$ cat config.mk
export PLATFORM = sky130hd
export DESIGN_NAME = buck_mpwm
export DESIGN_NICKNAME = d
export VERILOG_FILES = /design/src/rtl/mpwm_pkg.sv /design/src/rtl/mpwm_slot_timer.sv /design/src/rtl/mpwm_load_sched.sv /design/src/rtl/mpwm_phase_gate.sv /design/src/rtl/buck_mpwm.sv
export SDC_FILE = /design/constraint.sdc
export NUM_CORES = 1
export LEC_CHECK = 0
export BUFFER_PORTS_ARGS = -buffer_cell sky130_fd_sc_hd__buf_2
export CORE_MARGIN = 1
export CORE_UTILIZATION = 62
export CTS_BUF_LIST = sky130_fd_sc_hd__clkbuf_16
export DETAILED_ROUTE_END_ITERATION = 8
export PLACE_DENSITY = 0.81
export SYNTH_ARGS = -nofsm -noshare
export SYNTH_HDL_FRONTEND = slang
export SYNTH_HIERARCHICAL = 1
export SYNTH_SLANG_ARGS = --single-unit
$ cat constraint.sdc
create_clock -name clk_i -period 4.2 [get_ports clk_i]
set_input_delay 0.21 -clock clk_i [delete_from_list [all_inputs] [get_ports clk_i]]
set_output_delay 0.21 -clock clk_i [all_outputs]
set_load 0.01 [all_outputs]
$ cat src/rtl/mpwm_pkg.sv
package mpwm_pkg;

    typedef enum logic [1:0] {
        MODE_ONE = 2'd0,
        MODE_TWO = 2'd1,
        MODE_ALL = 2'd2
    } mode_e;

    // Whether phase k runs under a given phase-count mode.
    function automatic logic phase_live(mode_e m, int k, int nph);
        logic r;
        case (m)
            MODE_ALL: r = 1'b1;
            MODE_TWO: r = (nph < 2) ? (k == 0) : ((k % (nph / 2)) == 0);
            default:  r = (k == 0);
        endcase
        return r;
    endfunction

endpackage

$ cat src/rtl/mpwm_slot_timer.sv
module mpwm_slot_timer #(
    parameter int NPH    = 4,
    parameter int PERIOD = 64,
    parameter int CW     = 7
) (
    input  logic           clk_i,
    input  logic           rst_ni,
    output logic [NPH-1:0] start_o
);
    localparam int SLOT = PERIOD / NPH;

    typedef struct packed {
        logic [CW-1:0] cnt;
    } tmr_t;

    tmr_t tmr_d, tmr_q;

    always_comb begin
        tmr_d = tmr_q;
        tmr_d.cnt = (tmr_q.cnt == CW'(PERIOD - 1)) ? '0 : tmr_q.cnt + CW'(1);
    end

    always_ff @(posedge clk_i) begin
        if (!rst_ni) tmr_q <= '0;
        else         tmr_q <= tmr_d;
    end

    for (genvar k = 0; k < NPH; k++) begin : g_start
        assign start_o[k] = (tmr_q.cnt == CW'(k * SLOT));
    end

    assert_slot_unique_R1: assert property (@(posedge clk_i) disable iff (!rst_ni)
        $onehot0(start_o));

endmodule

$ cat src/rtl/mpwm_load_sched.sv
module mpwm_load_sched
    import mpwm_pkg::*;
#(
    parameter int IW = 10
) (
    input  logic          clk_i,
    input  logic          rst_ni,
    input  logic [IW-1:0] iload_i,
    input  logic [IW-1:0] th_sr_i,
    input  logic [IW-1:0] th_one_i,
    input  logic [IW-1:0] th_two_i,
    input  logic [IW-1:0] hyst_i,
    output mode_e         mode_o,
    output logic          sr_en_o
);
    typedef struct packed {
        mode_e mode;
        logic  sr;
    } sch_t;

    sch_t sch_d, sch_q;
    logic [IW:0] up_one, up_two, up_sr, load_x;

    assign load_x = {1'b0, iload_i};
    assign up_one = {1'b0, th_one_i} + {1'b0, hyst_i};
    assign up_two = {1'b0, th_two_i} + {1'b0, hyst_i};
    assign up_sr  = {1'b0, th_sr_i}  + {1'b0, hyst_i};

    always_comb begin
        mode_e dn, up;
        sch_d = sch_q;
        if (iload_i < th_one_i)      dn = MODE_ONE;
        else if (iload_i < th_two_i) dn = MODE_TWO;
        else                         dn = MODE_ALL;
        if (load_x >= up_two)        up = MODE_ALL;
        else if (load_x >= up_one)   up = MODE_TWO;
        else                         up = MODE_ONE;
        if (sch_q.mode > dn)         sch_d.mode = dn;
        else if (sch_q.mode < up)    sch_d.mode = up;
        if (iload_i < th_sr_i)       sch_d.sr = 1'b0;
        else if (load_x >= up_sr)    sch_d.sr = 1'b1;
    end

    always_ff @(posedge clk_i) begin
        if (!rst_ni) begin
            sch_q.mode <= MODE_ALL;
            sch_q.sr   <= 1'b1;
        end else begin
            sch_q <= sch_d;
        end
    end

    assign mode_o  = sch_q.mode;
    assign sr_en_o = sch_q.sr;

    assert_shed_single_R9: assert property (@(posedge clk_i) disable iff (!rst_ni)
        (iload_i < th_one_i && th_one_i <= th_two_i) |=> (mode_o == MODE_ONE));

    assert_rect_off_R8: assert property (@(posedge clk_i) disable iff (!rst_ni)
        (iload_i < th_sr_i) |=> !sr_en_o);

    assert_band_hold_R10: assert property (@(posedge clk_i) disable iff (!rst_ni)
        (mode_o == MODE_ONE && iload_i >= th_one_i && load_x < up_one
         && th_one_i <= th_two_i) |=> (mode_o == MODE_ONE));

endmodule

$ cat src/rtl/mpwm_phase_gate.sv
module mpwm_phase_gate #(
    parameter int PERIOD = 64,
    parameter int CW     = 7
) (
    input  logic          clk_i,
    input  logic          rst_ni,
    input  logic          start_i,
    input  logic          live_i,
    input  logic          sr_en_i,
    input  logic [CW-1:0] duty_i,
    input  logic [CW-1:0] dt_on_i,
    input  logic [CW-1:0] dt_off_i,
    input  logic [CW-1:0] min_i,
    output logic          hs_o,
    output logic          ls_o
);
    localparam int PW = CW + 1;

    typedef struct packed {
        logic [CW-1:0] cnt;
        logic [CW-1:0] duty;
        logic [PW-1:0] beg;
        logic [PW-1:0] fin;
        logic          run;
        logic          sr;
        logic          hs;
        logic          ls;
    } ph_t;

    ph_t ph_d, ph_q;

    always_comb begin
        ph_d = ph_q;
        ph_d.cnt = (ph_q.cnt == CW'(PERIOD - 1)) ? '0 : ph_q.cnt + CW'(1);
        if (start_i) begin
            ph_d.cnt  = '0;
            ph_d.run  = live_i && (duty_i >= min_i);
            ph_d.sr   = sr_en_i;
            ph_d.duty = duty_i;
            ph_d.beg  = {1'b0, duty_i} + {1'b0, dt_off_i};
            ph_d.fin  = (dt_on_i >= CW'(PERIOD)) ? '0 : PW'(PERIOD) - {1'b0, dt_on_i};
        end
        // Gates are registered, decoded from the next-state fields.
        ph_d.hs = ph_d.run && (ph_d.cnt < ph_d.duty);
        ph_d.ls = ph_d.run && ph_d.sr
                  && ({1'b0, ph_d.cnt} >= ph_d.beg) && ({1'b0, ph_d.cnt} < ph_d.fin);
    end

    always_ff @(posedge clk_i) begin
        if (!rst_ni) begin
            ph_q     <= '0;
            ph_q.cnt <= CW'(PERIOD - 1);
        end else begin
            ph_q <= ph_d;
        end
    end

    assign hs_o = ph_q.hs;
    assign ls_o = ph_q.ls;

    assert_no_overlap_R6: assert property (@(posedge clk_i) disable iff (!rst_ni)
        !(hs_o && ls_o));

    assert_skip_blank_R3: assert property (@(posedge clk_i) disable iff (!rst_ni)
        (start_i && duty_i < min_i) |=> (!hs_o && !ls_o));

    assert_rise_at_start_R7: assert property (@(posedge clk_i) disable iff (!rst_ni)
        $rose(hs_o) |-> $past(start_i));

endmodule

$ cat src/rtl/buck_mpwm.sv
module buck_mpwm
    import mpwm_pkg::*;
#(
    parameter int  NPH    = 4,
    parameter int  PERIOD = 64,
    parameter int  IW     = 10,
    localparam int CW     = $clog2(PERIOD + 1)
) (
    input  logic           clk_i,
    input  logic           rst_ni,
    input  logic [CW-1:0]  duty_i,
    input  logic [CW-1:0]  dt_on_i,
    input  logic [CW-1:0]  dt_off_i,
    input  logic [CW-1:0]  min_duty_i,
    input  logic [IW-1:0]  iload_i,
    input  logic [IW-1:0]  th_sr_i,
    input  logic [IW-1:0]  th_one_i,
    input  logic [IW-1:0]  th_two_i,
    input  logic [IW-1:0]  hyst_i,
    output logic [NPH-1:0] hs_o,
    output logic [NPH-1:0] ls_o
);
    logic [NPH-1:0] start;
    mode_e          mode;
    logic           sr_en;

    mpwm_slot_timer #(.NPH(NPH), .PERIOD(PERIOD), .CW(CW)) u_timer (
        .clk_i   (clk_i),
        .rst_ni  (rst_ni),
        .start_o (start)
    );

    mpwm_load_sched #(.IW(IW)) u_sched (
        .clk_i    (clk_i),
        .rst_ni   (rst_ni),
        .iload_i  (iload_i),
        .th_sr_i  (th_sr_i),
        .th_one_i (th_one_i),
        .th_two_i (th_two_i),
        .hyst_i   (hyst_i),
        .mode_o   (mode),
        .sr_en_o  (sr_en)
    );

    for (genvar k = 0; k < NPH; k++) begin : g_phase
        logic live;
        assign live = phase_live(mode, k, NPH);

        mpwm_phase_gate #(.PERIOD(PERIOD), .CW(CW)) u_gate (
            .clk_i    (clk_i),
            .rst_ni   (rst_ni),
            .start_i  (start[k]),
            .live_i   (live),
            .sr_en_i  (sr_en),
            .duty_i   (duty_i),
            .dt_on_i  (dt_on_i),
            .dt_off_i (dt_off_i),
            .min_i    (min_duty_i),
            .hs_o     (hs_o[k]),
            .ls_o     (ls_o[k])
        );
    end

endmodule

### Yosys cells after proc, flatten, opt, wreduce, memory -nomap -nowiden

Cells that the tools add are included.

| operators by class | value |
|---|---|
| muxes and demuxes | 19 |
| reduce and logical (&&, ||, !) cells | 23 |
| $mul | 0 |
| magnitude comparators | 22 |
| shift-type cells | 0 |
| add/sub/neg operators | 10 |
| bitwise gates (word level) | 1 |
| equal/unequal tests | 10 |
| div/mod/pow operators | 0 |

Operator list:

| operator | count |
|---|---|
| $mux 32 | 4 |
| $eq 7x6->1 const B | 7 |
| $add 7x1->7 const B | 5 |
| $add 10x10->11 | 3 |
| $ge 10x11->1 | 3 |
| $ge 7x8->1 | 4 |
| $lt 7x8->1 | 4 |
| $lt 10x10->1 | 3 |
| $lt 7x7->1 | 4 |
| $mux 7 | 4 |
| $logic_and 1x1->1 | 18 |
| $mux 2 | 5 |
| $add 7x7->8 | 1 |
| $mux 8 | 1 |
| $sub 7x7->8 const A | 1 |
| $eq 7x5->1 const B | 1 |
| $ge 7x7->1 | 1 |
| $ge 7x7->1 const B | 1 |
| $logic_not 7->1 | 1 |
| $mux 1 | 5 |
| $reduce_bool 2->1 | 2 |
| $reduce_or 2->1 | 2 |
| $eq 2x1->1 const B | 1 |
| $eq 2x2->1 const B | 1 |
| other kinds (3) | 3 |

| storage, ports and cells | value |
|---|---|
| output and inout port bits | 8 |
| memory bits (writable) | 0 |
| ROM bits | 0 |
| bits in latches | 0 |
| register bits | 146 |
| memories kept | 0 |

### Logic depth before layout (Yosys ltp)

| logic depth | value |
|---|---|
| depth in word-level cells | 8 |
| depth in mapped cells | 20 |
| mapped depth without buffers | 20 |

### Cells and area by module

The synthesis kept the hierarchy.

Modules (own cells, without submodules):

| module | instances | sequential area each (um2) | area each (um2) | cells an instance |
|---|---|---|---|---|
| mpwm_phase_gate (g_phase[1].u_gate ...) | 3 | 680.7 | 2292.2 | 253 |
| mpwm_load_sched | 1 | 60.1 | 2626.3 | 335 |
| mpwm_phase_gate (g_phase[0].u_gate) | 1 | 680.7 | 2223.4 | 253 |
| mpwm_slot_timer | 1 | 140.1 | 325.3 | 34 |
| buck_mpwm | 1 | 0.0 | 23.8 | 4 |

### Worst setup path after synthesis

No wires, ideal clock.

| timing | value |
|---|---|
| kind | input to register |
| start point | input port th_two_i[1] |
| end point | register u_sched/mode_o[1] (netlist name) |
| arrival time | 3460 ps |
| cell stages on the path | 17 |
| data required time | 4080 ps |
| path buffers | 0 |
| library setup time | 120 ps |
| setup slack | 619 ps |
| path through | ha_1 a21o_1 a21oi_1 o21ai_0 nor4_1 nor3_1 xnor2_1 ha_1 nand3_1 or3_1 a311o_1 or2_2 ha_1 a21oi_1 o21ai_0 a311oi_1 o21ai_1 |

| between the ends | value |
|---|---|
| longest elaborated chain between the ends | 5 |
| elaborated cells on any way between the ends | 11 |
| those cells by class | add/sub (1); order compare (4); mux (5); reduce/logical (1) |

Ends and longest elaborated chain:

| element | line | RTL |
|---|---|---|
| from (decl) | buck_mpwm.sv:18 | `input logic [IW-1:0] th_two_i,` |
| $add 10x10->11 / $lt 10x10->1 (equally long branches) | mpwm_load_sched.sv:26, mpwm_load_sched.sv:33 |  |
| $ge 10x11->1 / $mux 2 (equally long branches) | mpwm_load_sched.sv:35, mpwm_load_sched.sv:33 |  |
| $mux 2 (on tied branches) | mpwm_load_sched.sv:35, mpwm_load_sched.sv:32 |  |
| $lt 2x2->1, or another cell as far along | mpwm_load_sched.sv:39 | `else if (sch_q.mode < up) sch_d.mode = up;` |
| $reduce_bool 2->1 (no line) / $mux 2 (equally long branches) | n/a |  |

Parallel ways exist; a longest one is shown, timed or not. The select of a mux whose other input is x is not followed.
A chain may end at the register's enable or synchronous reset.

### Worst setup path after layout

| timing | value |
|---|---|
| start point | input port hyst_i[1] |
| end point | register u_sched/mode_o[1] (netlist name) |

| between the ends | value |
|---|---|
| longest elaborated chain between the ends | 6 |
| elaborated cells on any way between the ends | 10 |
| those cells by class | add/sub (2); order compare (3); mux (4); reduce/logical (1) |

Ends and longest elaborated chain:

| element | line | RTL |
|---|---|---|
| from (decl) | buck_mpwm.sv:19 | `input logic [IW-1:0] hyst_i,` |
| $add 10x10->11 | mpwm_load_sched.sv:25 | `assign up_one = {1'b0, th_one_i} + {1'b0, hyst_i};` |
| $ge 10x11->1 | mpwm_load_sched.sv:36 | `else if (load_x >= up_one) up = MODE_TWO;` |
| $mux 1 | mpwm_load_sched.sv:36 |  |
| $mux 2 (*) | mpwm_load_sched.sv:35 | `if (load_x >= up_two) up = MODE_ALL;` |
| $lt 2x2->1 | mpwm_load_sched.sv:39 |  |
| $reduce_bool 2->1 (no line) | n/a |  |

Every way passes the cells marked *; elsewhere a longest branch is shown, timed or not. The select of a mux whose other input is x is not followed.

==> results.yml <==
logic_synthesis:
  syn_area_per_cell_um2: 8.719
  yosys.area_share.simple_pct: 20.24
  ys_ff_latch: 146
  synth_edf_count: 0
  synthMuxAreaShare_pct: 3.533
  synth_fp_nets: 1705
  yosysWarnings: 6
  synth_compound_area_share_pct: 17.84
  yosys.area_share.xor_xnor_pct: 4.134
  yosysSeqAreaShare_pct: 24.20
  synthFlopType: "dfxtp_1"
  synthAdderAreaFrac_pct: 25.30
  netlist_instances: 1385
  synth_top_family_by_area: "adder cells"
  synthArstFlopShare_pct: 0
  synth_cell_types: 74
  syn-cell-area_um2: 12080
die:
  fp.dieW_um: 141.6
  fp.dieH_um: 141.6
  die_area_um2: 20040
  fp.coreArea_um2: 18890
  initial_core_util_pct: 63.91
  ios: 88
  num_rows: 50
global_routing:
  grtUsageTotal_pct: 30.41
  grt_pass1_vias: 10151
  antenna_found_initial: 0
  grt_pass1_wl_mm: 48.26
  gr-total-overflow: 0
  grt_max_degree: 45
hold_path:
  hold_end: "g_phase[3].u_gate/ph_q[27]"
  worst_hold_path.num_cells: 2
  holdCritStartpoint: "rst_ni"
  hold_class: "primary input to flop"
sta:
  hold_ws_ps: 253.2
  fin_tns_setup_ps: 0
  relSlewSlack_pct: 41.24
  setup_viol: 0
  min_period_over_period_pct: 86.84
  finalClockSkew_ps: 7.208
  max_clock_freq_mhz: 274.2
  worst_pin_slew_ps: 859.2
  rsz0062_at_grt: "no"
  min_period_ps: 3647
  finalMaxSlewViolations: 0
  hold_violations: 0
power:
  p_leak_uw: 0.006045
  powerDensity_nw_per_um2: 422.4
  peakVddDrop_mv: 0.2155
critical_path:
  cp_cell_sequence: "buf_2 > ha_1 > a21o_1 > a21oi_1 > o21ai_0 > nor4_1 > nor3_1 > xnor2_1 > ha_1 > nand3_1 > or3_1 > a311o_1 > or2_2 > ha_1 > a21oi_1 > o21ai_0 > a311oi_1 > o21ai_1"
  rr_endpoint: "g_phase[2].u_gate/ls_o"
  cp.arrival_ps: 3930
  slowest_stage: "a311o_1"
  worstReg2RegStart: "u_timer/tmr_q[0]"
  critPathKind: "primary input to flop"
  crit_top_cell: "ha_1"
  r2r_slack_ps: 780
  critPathLaunchType: "primary input"
  r2r_cells: 13
  required_ps: 4490
  critPathMaxFanout: 5
  endpoint_kind: "flop"
  cpPeakStageDelay_ps: 340
route:
  vias: 10414
  wl_per_cell_um: 16.93
  wirelength_mm: 29.52
  first_pass_iters: 5
  drtAntennaViolNets: 0
  drc: 0
  routed_via_density: 5.975
  drtIter0Drc: 540
place:
  dp.cells: 1710
  placed_area_um2: 12770
  port_buffers: 87
  hpwlAfterDp_mm: 22.19
  gp_congestion: 0.9181
clock_network:
  cts_resized: 0
  clock-sinks: 146
  cts_hold_buf: 0
  clk_latency_ps: 430
  clk_path_buf_depth: 2
  cts.root.buffer_cell: "clkbuf_16"
  cts_setup_buffers: 0
  path_clk_slew_ps: 70
  htree_num_levels: 4
  tritoncts: "yes"
  cts_buffers: 17
status:
  status: "finished, final reports clean"
finish:
  instances_no_fill: 1743
  final_util_pct: 70.89
  final_cell_mix: "233 x ha_1, 146 x dfxtp_1, 104 x inv_1, 92 x nor2b_1, 87 x buf_2"
  final_cell_area_um2: 13390
  layout.nets: 1789
  layout_commonest_cell: "ha_1"
  drive_gt1_share_pct: 11.54
  syn_to_final_growth_pct: 10.92
run:
  cap_violations: 0
-- stage by stage --
stage	power [uW]	worst slack [ps]
floorplan	3391	619.4
global placement	3888	201.1
finish	5658	552.9
detailed placement	4011	129.6
global route	6093	259.3
CTS	5645	562.3
-- how the worst max path moves through the flow --
stage | cells after the start | endpoint | startpoint | slack (ps)
6_report | 18 | u_sched/mode_o[1] | hyst_i[1] | 550
5_1_grt | 18 | u_sched/mode_o[1] | hyst_i[1] | 260
4_1_cts | 18 | u_sched/mode_o[1] | hyst_i[1] | 560
3_5_place_dp | 18 | u_sched/mode_o[1] | hyst_i[1] | 130
3_3_place_gp | 18 | u_sched/mode_o[1] | hyst_i[1] | 200
2_1_floorplan | 17 | u_sched/mode_o[1] | th_two_i[1] | 620
-- layout make-up --
class | instances | area, um^2
diodes | 1 | 2.502
clock buffers | 17 | 425.4
clock inverters | 15 | 197.7
fillers | 1458 | 5499
inverters | 108 | 406.6
multi-input cells | 1099 | 8603
flip-flops and latches | 146 | 2923
well taps | 260 | 325.3
repair buffers | 97 | 510.5
-- Yosys cell counts (4+ instances only) --
cell type | n | area [um^2]
o211a_1 | 9 | 90.09
nor3b_1 | 10 | 75.07
o21ai_1 | 11 | 55.05
a211o_1 | 5 | 43.79
o31a_1 | 8 | 70.07
nor2b_1 | 92 | 575.6
o21ai_0 | 86 | 430.4
nand3b_1 | 14 | 105.1
and4_1 | 4 | 35.03
nor4_1 | 7 | 43.79
a22oi_1 | 13 | 97.59
o21bai_1 | 5 | 37.54
nand4b_1 | 4 | 35.03
clkbuf_1 | 13 | 48.80
or3_1 | 5 | 31.28
a211oi_1 | 29 | 217.7
nand2b_1 | 30 | 187.7
o21a_1 | 15 | 112.6
nand3_1 | 20 | 100.1
a31oi_1 | 22 | 137.6
and3_1 | 5 | 31.28
nand2_1 | 55 | 206.5
a2111oi_0 | 4 | 35.03
o2bb2ai_1 | 4 | 35.03
nor2b_2 | 6 | 52.55
fa_1 | 7 | 140.1
nor2_1 | 86 | 322.8
buf_2 | 16 | 80.08
dfxtp_1 | 146 | 2923
inv_1 | 104 | 390.4
nor4_2 | 4 | 50.05
nand3_2 | 4 | 40.04
a21oi_1 | 61 | 305.3
and2_1 | 22 | 137.6
a21oi_2 | 4 | 35.03
xor2_1 | 34 | 297.8
nand4_1 | 12 | 75.07
xnor2_1 | 23 | 201.4
nor3_1 | 32 | 160.2
mux2i_1 | 37 | 370.4
and4b_1 | 4 | 40.04
ha_1 | 233 | 2915
mux2_2 | 5 | 56.30
a21o_1 | 31 | 232.7
-- critical path, delay by kind of cell --
kind                       cells  cell delay [ps]
AOI/OAI and AO/OA              8             1440
buffers and inverters          1              140
xor gates and xnor gates       1              150
and+or+nand+nor                5             1100
adders and majority gates      3              890
-- kinds of logic (layout without fill, tap and decap cells) --
| logic type | Yosys count | count (layout) |
|---|---|---|
| flops | 146 | 146 |
| simple gates | 431 | 431 |
| xor+xnor | 57 | 57 |
| buf+inv | 140 | 237 |
| other cells | 1 | 2 |
| fa+ha+maj | 240 | 240 |
| compound gates | 328 | 328 |
| mux | 42 | 42 |
-- sequential cells by signal (all words and copies together) (netlist names) --
| register | cells |
|---|---|
| g_phase.u_gate/ph_q | 128 |
| u_timer/tmr_q | 7 |
| g_phase.u_gate/hs_o | 4 |
| g_phase.u_gate/ls_o | 4 |
| u_sched/mode_o | 2 |
| u_sched/sr_en_o | 1 |
-- power by group --
part | switching (uW) | internal (uW) | total (uW)
Sequential | 90.6 | 1500 | 1590
Clock | 652 | 954 | 1610
Combinational | 1400 | 1060 | 2460
-- layer usage --
| layer | vias to the layer above | global-route usage (%) | routed length, um |
|---|---|---|---|
| met2 | 276 | 53.56 | 14130 |
| met3 | 57 | 4.522 | 1468 |
| li1 | 5158 | - | - |
| met5 | - | 0 | 0 |
| met4 | 0 | 11.77 | 821 |
| met1 | 4923 | 37.23 | 13100 |
(Power assumes the default switching activity.)
